==> config.mk <==
export PLATFORM = sky130hd
export DESIGN_NAME = lipc_top
export DESIGN_NICKNAME = d
export VERILOG_FILES = /design/src/rtl/lipc_pkg.sv /design/src/rtl/lipc_hifind.sv /design/src/rtl/lipc_bitmap.sv /design/src/rtl/lipc_prio.sv /design/src/rtl/lipc_top.sv
export SDC_FILE = /design/constraint.sdc
export NUM_CORES = 2
export LEC_CHECK = 0
export BUFFER_PORTS_ARGS = -buffer_cell sky130_fd_sc_hd__buf_2
export CORE_MARGIN = 10
export CORE_UTILIZATION = 25
export DETAILED_ROUTE_END_ITERATION = 8
export PLACE_DENSITY = 0.4
export SLEW_MARGIN = 20
export SYNTH_ARGS = -nofsm -noshare
export SYNTH_HDL_FRONTEND = slang
export SYNTH_SLANG_ARGS = --single-unit
==> constraint.sdc <==
create_clock -name clk -period 18.32 [get_ports clk]
set_clock_uncertainty 0.15 [all_clocks]
set_input_delay 4.58 -clock clk [delete_from_list [all_inputs] [get_ports clk]]
set_output_delay 4.58 -clock clk [all_outputs]
set_load 0.02 [all_outputs]
==> src/rtl/lipc_pkg.sv <==
package lipc_pkg;
   // outcome of an acknowledge cycle
   typedef enum logic [1:0] {
      ACK_NONE = 2'd0,
      ACK_VEC  = 2'd1,
      ACK_SPUR = 2'd2
   } ack_res_e;

   localparam int unsigned LIPC_WORD_W = 32;
endpackage

==> src/rtl/lipc_hifind.sv <==
// Highest-set-bit finder over a wide map, built word by word.
module lipc_hifind #(
   parameter int unsigned W      = 256,
   parameter int unsigned WORD_W = lipc_pkg::LIPC_WORD_W,
   localparam int unsigned IDX_W = $clog2(W),
   localparam int unsigned BIT_W = $clog2(WORD_W),
   localparam int unsigned NWORD = W / WORD_W
) (
   input  logic [W-1:0]     map_i,
   output logic             any_o,
   output logic [IDX_W-1:0] idx_o
);
   if (W % WORD_W != 0) begin : g_bad_w
      $error("lipc_hifind: W must be a multiple of WORD_W");
   end

   logic [NWORD-1:0] wany;
   logic [BIT_W-1:0] widx [NWORD];

   for (genvar w = 0; w < NWORD; w++) begin : g_word
      always_comb begin
         wany[w] = |map_i[w*WORD_W +: WORD_W];
         widx[w] = '0;
         for (int b = 0; b < WORD_W; b++) begin
            if (map_i[w*WORD_W + b]) widx[w] = BIT_W'(b);
         end
      end
   end

   always_comb begin
      any_o = |wany;
      idx_o = '0;
      for (int w = 0; w < NWORD; w++) begin
         if (wany[w]) idx_o = IDX_W'(w * WORD_W) | IDX_W'(widx[w]);
      end
   end
endmodule

==> src/rtl/lipc_bitmap.sv <==
// One vector-wide state map with set-wins-over-clear update.
module lipc_bitmap #(
   parameter int unsigned W = 256
) (
   input  logic         clk,
   input  logic         rst_n,
   input  logic [W-1:0] set_i,
   input  logic [W-1:0] clr_i,
   output logic [W-1:0] q_o
);
   always_ff @(posedge clk) begin
      if (!rst_n) q_o <= '0;
      else        q_o <= (q_o & ~clr_i) | set_i;
   end
endmodule

==> src/rtl/lipc_prio.sv <==
// Processor priority and deliverability decision.
module lipc_prio #(
   parameter int unsigned VEC_W = 8,
   parameter int unsigned CLS_W = 4
) (
   input  logic [VEC_W-1:0] tpr_i,
   input  logic             isr_any_i,
   input  logic [VEC_W-1:0] isr_top_i,
   input  logic             irr_any_i,
   input  logic [VEC_W-1:0] irr_top_i,
   output logic [VEC_W-1:0] ppr_o,
   output logic             deliver_o
);
   if (CLS_W > VEC_W) begin : g_bad_cls
      $error("lipc_prio: CLS_W must not exceed VEC_W");
   end

   logic [CLS_W-1:0] isr_cls, tpr_cls, irr_cls, ppr_cls;

   always_comb begin
      isr_cls   = isr_any_i ? isr_top_i[VEC_W-1 -: CLS_W] : '0;
      tpr_cls   = tpr_i[VEC_W-1 -: CLS_W];
      irr_cls   = irr_top_i[VEC_W-1 -: CLS_W];
      ppr_o     = (tpr_cls >= isr_cls) ? tpr_i
                                       : {isr_cls, {(VEC_W-CLS_W){1'b0}}};
      ppr_cls   = ppr_o[VEC_W-1 -: CLS_W];
      deliver_o = irr_any_i && ((ppr_o == '0) || (irr_cls > ppr_cls));
   end
endmodule

==> src/rtl/lipc_top.sv <==
module lipc_top #(
   parameter int unsigned VEC_W     = 8,
   parameter int unsigned CLS_W     = 4,
   parameter int unsigned SVR_BUS_W = 32,
   parameter int unsigned SVR_W     = 9,
   parameter int unsigned EN_BIT    = 8,
   parameter int unsigned DEOI_BIT  = 12,
   parameter logic [SVR_W-1:0] SVR_RST = SVR_W'(8'hFF)
) (
   input  logic                 clk,
   input  logic                 rst_n,
   input  logic                 acc_valid,
   input  logic [VEC_W-1:0]     acc_vec,
   input  logic                 acc_level,
   input  logic                 ack_req,
   output logic                 ack_hit,
   output logic                 ack_spur,
   output logic [VEC_W-1:0]     ack_vec,
   input  logic                 eoi_wr,
   input  logic                 tpr_wr,
   input  logic [VEC_W-1:0]     tpr_wdata,
   output logic [VEC_W-1:0]     tpr_rdata,
   input  logic                 cr_wr,
   input  logic [CLS_W-1:0]     cr_wdata,
   output logic [CLS_W-1:0]     cr_rdata,
   input  logic                 svr_wr,
   input  logic [SVR_BUS_W-1:0] svr_wdata,
   output logic [VEC_W-1:0]     ppr_out,
   output logic                 irq_out,
   output logic                 bc_valid,
   output logic [VEC_W-1:0]     bc_vec
);
   import lipc_pkg::*;

   localparam int unsigned NVEC = 1 << VEC_W;

   if (SVR_W < VEC_W + 1 || EN_BIT >= SVR_W) begin : g_bad_svr
      $error("lipc_top: control register too narrow for vector and enable");
   end
   if (SVR_W > SVR_BUS_W) begin : g_bad_bus
      $error("lipc_top: control register wider than its write bus");
   end

   // ---------------- state ----------------
   logic [NVEC-1:0]  irr_q, isr_q, tmr_q;
   logic [NVEC-1:0]  irr_set, irr_clr, isr_set, isr_clr, tmr_set, tmr_clr;
   logic [SVR_W-1:0] svr_q;
   logic [VEC_W-1:0] tpr_q;
   logic             irq_q, bc_v_q;
   logic [VEC_W-1:0] bc_vec_q;

   // ---------------- search and priority ----------------
   logic             irr_any, isr_any, deliver;
   logic [VEC_W-1:0] irr_top, isr_top;

   lipc_hifind #(.W(NVEC)) u_irr_find (.map_i(irr_q), .any_o(irr_any), .idx_o(irr_top));
   lipc_hifind #(.W(NVEC)) u_isr_find (.map_i(isr_q), .any_o(isr_any), .idx_o(isr_top));

   lipc_prio #(.VEC_W(VEC_W), .CLS_W(CLS_W)) u_prio (
      .tpr_i(tpr_q), .isr_any_i(isr_any), .isr_top_i(isr_top),
      .irr_any_i(irr_any), .irr_top_i(irr_top),
      .ppr_o(ppr_out), .deliver_o(deliver)
   );

   // ---------------- control register variants ----------------
   logic enabled, directed;
   assign enabled = svr_q[EN_BIT];

   if (DEOI_BIT < SVR_W) begin : g_deoi_kept
      assign directed = svr_q[DEOI_BIT];
   end else begin : g_deoi_dropped
      assign directed = 1'b0;
   end

   // ---------------- acknowledge decode ----------------
   ack_res_e ack_res;
   logic     ack_take, eoi_do;

   always_comb begin
      if (!ack_req || !enabled || !irr_any) ack_res = ACK_NONE;
      else if (deliver)                     ack_res = ACK_VEC;
      else                                  ack_res = ACK_SPUR;
   end

   assign ack_take = (ack_res == ACK_VEC);
   assign ack_hit  = (ack_res != ACK_NONE);
   assign ack_spur = (ack_res == ACK_SPUR);

   always_comb begin
      unique case (ack_res)
         ACK_VEC:  ack_vec = irr_top;
         ACK_SPUR: ack_vec = svr_q[VEC_W-1:0];
         default:  ack_vec = '0;
      endcase
   end

   assign eoi_do = eoi_wr && isr_any;

   // ---------------- map update masks ----------------
   logic [NVEC-1:0] acc_oh, ack_oh, eoi_oh;

   always_comb begin
      acc_oh  = acc_valid ? (NVEC'(1) << acc_vec) : '0;
      ack_oh  = ack_take  ? (NVEC'(1) << irr_top) : '0;
      eoi_oh  = eoi_do    ? (NVEC'(1) << isr_top) : '0;
      irr_set = acc_oh;
      irr_clr = ack_oh;
      isr_set = ack_oh;
      isr_clr = eoi_oh;
      tmr_set = acc_level ? acc_oh : '0;
      tmr_clr = acc_level ? '0 : acc_oh;
   end

   lipc_bitmap #(.W(NVEC)) u_irr (.clk(clk), .rst_n(rst_n), .set_i(irr_set), .clr_i(irr_clr), .q_o(irr_q));
   lipc_bitmap #(.W(NVEC)) u_isr (.clk(clk), .rst_n(rst_n), .set_i(isr_set), .clr_i(isr_clr), .q_o(isr_q));
   lipc_bitmap #(.W(NVEC)) u_tmr (.clk(clk), .rst_n(rst_n), .set_i(tmr_set), .clr_i(tmr_clr), .q_o(tmr_q));

   // ---------------- scalar registers ----------------
   always_ff @(posedge clk) begin
      if (!rst_n) begin
         svr_q    <= SVR_RST;
         tpr_q    <= '0;
         irq_q    <= 1'b0;
         bc_v_q   <= 1'b0;
         bc_vec_q <= '0;
      end else begin
         if (svr_wr) svr_q <= svr_wdata[SVR_W-1:0];
         if (tpr_wr)     tpr_q <= tpr_wdata;
         else if (cr_wr) tpr_q <= {cr_wdata, {(VEC_W-CLS_W){1'b0}}};
         irq_q    <= enabled && deliver;
         bc_v_q   <= eoi_do && tmr_q[isr_top] && !directed;
         bc_vec_q <= eoi_do ? isr_top : '0;
      end
   end

   assign irq_out   = irq_q;
   assign bc_valid  = bc_v_q;
   assign bc_vec    = bc_vec_q;
   assign tpr_rdata = tpr_q;
   assign cr_rdata  = tpr_q[VEC_W-1 -: CLS_W];
endmodule

* After elaboration in Yosys (flattened, before gate mapping) *
Index checks and enable logic that the tools add are counted.

word-level totals
  register bits = 795
  input port bits = 61
  logic and storage cells = 583
  output and inout port bits = 40

operators by class
  mux-type cells = 526
  $lt $le $gt $ge = 3
  shifts and indexed selects = 3
  reduce and logical (&&, ||, !) cells = 32
  equal/unequal tests = 2
  bitwise logic cells = 9

operators by type and width
  cell                                                         count
  2-to-1 mux 5 bit                                             286
  2-to-1 mux 256 bit                                           5
  AND 256 bit                                                  3
  inverter 256 bit                                             3
  OR 256 bit                                                   3
  left shift 1 x 8 -> 256 bit (first input constant)           3
  OR reduction 256 bit                                         2
  OR reduction 32 bit                                          16
  2-to-1 mux 4 bit                                             113
  2-to-1 mux 3 bit                                             56
  2-to-1 mux 8 bit                                             11
  2-to-1 mux 2 bit                                             30
  2-to-1 mux 7 bit                                             4
  2-to-1 mux 1 bit                                             17
  case mux 8 bit (2 select lines)                              1
  2-to-1 mux 6 bit                                             2
  less-than comparator 8 x 9 -> 1 bit (second input constant)  1
  binary-select mux 1 bit (select 8 bit)                       1
  zero test 8 bit                                              1
  greater-or-equal comparator 4 bit                            1
  > comparator 4 bit                                           1
  logical AND 1 bit                                            4
  nonzero test 2 bit                                           2
  zero test 1 bit                                              3
  other kinds (4)                                              6

* Logic depth before layout (Yosys ltp) *
  word-level depth = 52
  gate-level depth with buffers = 30
  depth with buffers taken out = 25

* Cells and area by module *
A second synthesis with hierarchy kept.

unflattened totals
  cell total of the unflattened synthesis = 5,632
  area, all modules = 44,092.3 µm²

by module, submodules not included
  module       times used  sequential area each (µm²)  cells an instance  area each (µm²)
  lipc_bitmap  3           5,124.9                     796                8,848.5
  lipc_top     1           540.5                       2,115              11,187.0
  lipc_hifind  2           0.0                         539                2,997.9
  lipc_prio    1           0.0                         51                 364.1

* Least setup slack after synthesis *
No wires, ideal clock.

  kind = input port to output port
  from = in ack_req
  to = out ack_vec[7]
  data arrival time = 5.654 ns
  slack = 7.936 ns
  cell stages on the path = 6
  data required time = 13.590 ns
  buffers on the path = 2
  cells stage by stage = nand2_1 inv_1 nand3_1 buf_4 buf_2 nand2_1

on the way
  cells in the longest elaborated chain, start to end = 6
  elaborated cells between the ends (all ways) = 7
  those cells by class = eq/ne: 2; mux: 2; reduce/logical: 3

RTL lines
  item                                                                 line            RTL
  from (decl)                                                          lipc_top.sv:15  input logic ack_req,
  zero test 1 bit (*)                                                  lipc_top.sv:80  if (!ack_req || !enabled || !irr_any) ack_res = ACK_NONE;
  logical OR 1 bit (*) (2 in a row)                                    lipc_top.sv:80
  2-to-1 mux 2 bit (*)                                                 lipc_top.sv:80
  equality test 2 bit or equality test 2 x 1 -> 1 bit (tied branches)  lipc_top.sv:90  unique case (ack_res)
  case mux 8 bit (2 select lines) (*)                                  lipc_top.sv:90
  to (decl)                                                            lipc_top.sv:18  output logic [VEC_W-1:0] ack_vec,

Mark *: on every way between the ends. The rest lies on a longest branch, timed or not.

* Final worst setup path *
  from = reg u_isr.q_o[125]
  to = out ack_vec[0]

on the way
  cells in the longest elaborated chain, start to end = 18
  elaborated cells between the ends (all ways) = 22
  those cells by class = order compare: 2; eq/ne: 2; mux: 13; reduce/logical: 5

RTL lines
  item                                                                 line               RTL
  from (decl)                                                          lipc_bitmap.sv:9   output logic [W-1:0] q_o
  from (signal assigned)                                               lipc_bitmap.sv:13  else q_o <= (q_o & ~clr_i) | set_i;
  2-to-1 mux 5 bit (3 in a row)                                        lipc_hifind.sv:25  if (map_i[w*WORD_W + b]) widx[w] = BIT_W'(b);
  2-to-1 mux 7 bit                                                     lipc_hifind.sv:34  if (wany[w]) idx_o = IDX_W'(w * WORD_W) | IDX_W'(widx[w]);
  2-to-1 mux 8 bit (4 in a row)                                        lipc_hifind.sv:34
  2-to-1 mux 4 bit (*)                                                 lipc_prio.sv:21    isr_cls = isr_any_i ? isr_top_i[VEC_W-1 -: CLS_W] : '0;
  greater-or-equal comparator 4 bit                                    lipc_prio.sv:24    ppr_o = (tpr_cls >= isr_cls) ? tpr_i
  2-to-1 mux 8 bit (*)                                                 lipc_prio.sv:24
  > comparator 4 bit or zero test 8 bit (tied branches)                lipc_prio.sv:27    deliver_o = irr_any_i && ((ppr_o == '0) || (irr_cls > ppr_cls));
  logical OR 1 bit (*)                                                 lipc_prio.sv:27
  logical AND 1 bit (*)                                                lipc_prio.sv:27
  2-to-1 mux 2 bit (*)                                                 lipc_top.sv:81     else if (deliver) ack_res = ACK_VEC;
  2-to-1 mux 2 bit (*)                                                 lipc_top.sv:80
  equality test 2 bit or equality test 2 x 1 -> 1 bit (tied branches)  lipc_top.sv:90
  case mux 8 bit (2 select lines) (*)                                  lipc_top.sv:90

Marked as above.

==> impl_metrics.yaml <==
run_status:
  status: "completed"
power_and_ir_drop:
  p_leak_nw: 16.2
  ir_drop_mv: 0.0656
  power_density_mw_per_mm2: 90.5
flow_run:
  maxCapViolations: 0
layout:
  area_growth_pct: 14.3
  multi_input_area_sq_mm: 0.0234
  ff_latch_area_sq_mm: 0.0159
  fin_nets: 5166
  drive_above_1_share_pct: 9.30
  fin_cells: 7348
  fillers: 17583
drt:
  drt_iter0_markers: 4581
  drc: 0
  drtAntennaViolNets: 0
  viasPerCell: 5.62
  post_drt_wl_per_cell_microns: 28.3
  first_pass_iters: 9
  totalWireLength_mm: 208
  via_count: 41280
yosys:
  synth.area.top_cells: "dfxtp_1 39%, mux2i_1 5.9%, nand2_1 5.9%, o21ai_0 5.5%, nor2_1 5.3%"
  synthMuxAreaShare_pct: 7.30
  syn-cell-area_sq_mm: 0.0409
  ys_async_sr_fraction_pct: 0
  synth.most_common_cell: "dfxtp_1"
  synth-seq-cells: 795
  ys.flop_type: "dfxtp_1"
  synth_largest_area_cell: "dfxtp_1"
  synth_compound_area_share_pct: 25.9
  synth_top_area_share_pct: 38.9
  synthSimpleGateAreaFrac_pct: 23.1
  syn_inst: 5159
  synth_seq_area_share_pct: 38.9
  ys_types: 102
  syn_area_per_cell_sq_um: 7.93
  synth_edf_count: 0
  synth_top_family_by_area: "compound AO/OA/AOI/OAI gates"
  syn-num-nets: 5228
  synth_warnings: 0
  synth_fa_ha_area_share_pct: 0.245
  synth_xor_area_share_pct: 0
  synthTopCellsByCount: "795 x dfxtp_1, 639 x nand2_1, 578 x nor2_1"
timing:
  fmax_mhz: 81.0
  hold_viol: 0
  tns_ns: 0
  post-route-period-util_pct: 67.4
  rsz0062_at_grt: "false"
  tightest_slew_ns: 1.27
  setup_viol: 0
  finalMaxSlewViolations: 0
  final.min_clock_period_ns: 12.34
  maxSlewHeadroom_pct: 15.2
critical_path:
  cp_max_fo: 13
  end_kind: "primary output"
  slowest_delay_ns: 0.77
  path_common_cell: "a21oi_1"
  critical_path_arrival_ns: 7.61
  crit_type: "register to primary output"
  crit_required_ns: 13.59
  slowest_stage: "nor4_1"
  crit_chain: "nor4_1 > nand4b_1 > or2_1 > a21oi_1 > nor2_1 > o21ai_1 > nand2_1 > inv_1 > ha_1 > a21o_1 > a21o_1 > a21oi_1 > mux2_2 > ha_1 > nor2b_1 > o21ai_0 > nand2b_1 > a21oi_1 > a41o_1 > o21ai_2 > inv_2 > or3_1 > a21oi_1 > buf_2"
  r2r_cells: 25
  critPathLaunchType: "register"
clock_network:
  clk_pin_slew_ns: 0.06
  cts_sinks: 795
  ctsHoldBuffers: 0
  cts_tree: "yes"
  numCtsBuffers: 95
  cts_htree_levels: 3
  cts_resized: 0
  clock_latency_ns: 0.74
  postCtsSetupRepairBufs: 0
  root_buffer: "clkbuf_16"
  clock_path_buffers: 3
floorplanning:
  die_area_sq_mm: 0.180
  rows: 148
  pin_count: 101
  die_x_microns: 425
  core_sq_mm: 0.163
  start_util_pct: 25.1
  die_h_microns: 425
global_route:
  grtUsageTotal_pct: 22.1
  grt_pass1_wl_mm: 295
  grt_pass1_vias: 38577
  grt_antenna_before_repair: 9
  grt_overflow: 0
  grt_max_degree: 224
hold_path:
  min_path_type: "register to register"
  min_path_cells: 2
placed_design:
  dpl.hpwl_mm: 141
  numPlacedInstances: 7174
  io_buffer_count: 77
  gp_congestion: 0.936
cell type report:
| class | instances | share of cell area, % |
|---|---|---|
| flip-flops and latches | 795 | 34.0 |
| well taps | 2175 | 5.81 |
| clock buffers | 145 | 5.87 |
| inverters | 120 | 0.962 |
| repair buffers | 186 | 2.72 |
| clock inverters | 27 | 0.703 |
| diodes | 1 | 0.00535 |
| multi-input cells | 3899 | 49.9 |
power breakdown:
group	leakage, nW	total [mW]	switching [mW]	internal [mW]
Combinational	8.31	0.551	0.446	0.105
Sequential	6.40	1.74	0.00431	1.73
Clock	1.51	1.95	0.840	1.11
per-layer routing:
layer  vias to the layer above  GRT usage (%)  wire length (microns)
met5                         -              0                     64
met4                        10           6.95                   7260
met3                       372           3.68                  14800
met2                      1723           34.5                  92000
met1                     20386           30.7                  94000
li1                      18789              -                      -
kinds of logic (layout without fill, tap and decap cells):
family / Yosys count / after routing
buffers and inverters: 465 / 478
AND/OR/NAND/NOR: 1970 / 1970
flip-flops: 795 / 795
adder cells (fa/ha/maj): 8 / 8
multiplexers: 274 / 274
other: 0 / 1
AO/OA/AOI/OAI: 1647 / 1647
through the flow:
step           instance area (sq um)  setup WS [ns]  util, %  total power, mW  hold slack [ns]
3_3_place_gp                   43700           6.75     26.8             2.31            0.304
3_5_place_dp                   43700           6.77     26.8             2.31            0.306
4_1_cts                        46800           5.98     28.7             4.25            0.316
5_1_grt                        46800           5.62     28.8             4.33            0.335
6_report                       46800           5.98     28.8             4.23            0.315
2_1_floorplan                  40900           7.94        -             2.04            0.290
path summary, 6_finish.rpt:
kind	from	end	slack, ns
min	register	register	0.31
min reg2reg	register	register	0.31
max	u_isr.q_o[125]	ack_vec[0]	5.98
max reg2reg	u_isr.q_o[125]	u_isr.q_o[121]	10.12
worst max-delay path: cells and delay by family, from the launching register on:
kind	cells	cell delay, ns
adders and majority gates	2	0.55
muxes	1	0.46
DFF	1	0.36
and+or+nand+nor	8	2.51
AOI/OAI and AO/OA	10	2.09
buffers and inverters	3	0.90
cell usage in the layout (no fill, tap or decap), types with 29 or more instances in the layout:
master and instances:
buf_4 105, o211ai_1 286, buf_2 75, or4_1 36, nor4_1 120, a21boi_0 75
nand2_1 637, o21bai_1 30, dfxtp_1 795, o21ai_1 95, nor2_1 559, o21ai_0 452
clkbuf_1 33, nand4_1 29, a41oi_1 35, a31oi_1 221, nor2b_1 231, clkbuf_16 96
mux2i_1 240, nor3_1 76, inv_1 118, a21oi_1 161, a211oi_1 41, nand3_1 86
o31ai_1 100
(Power assumes the default switching activity.)
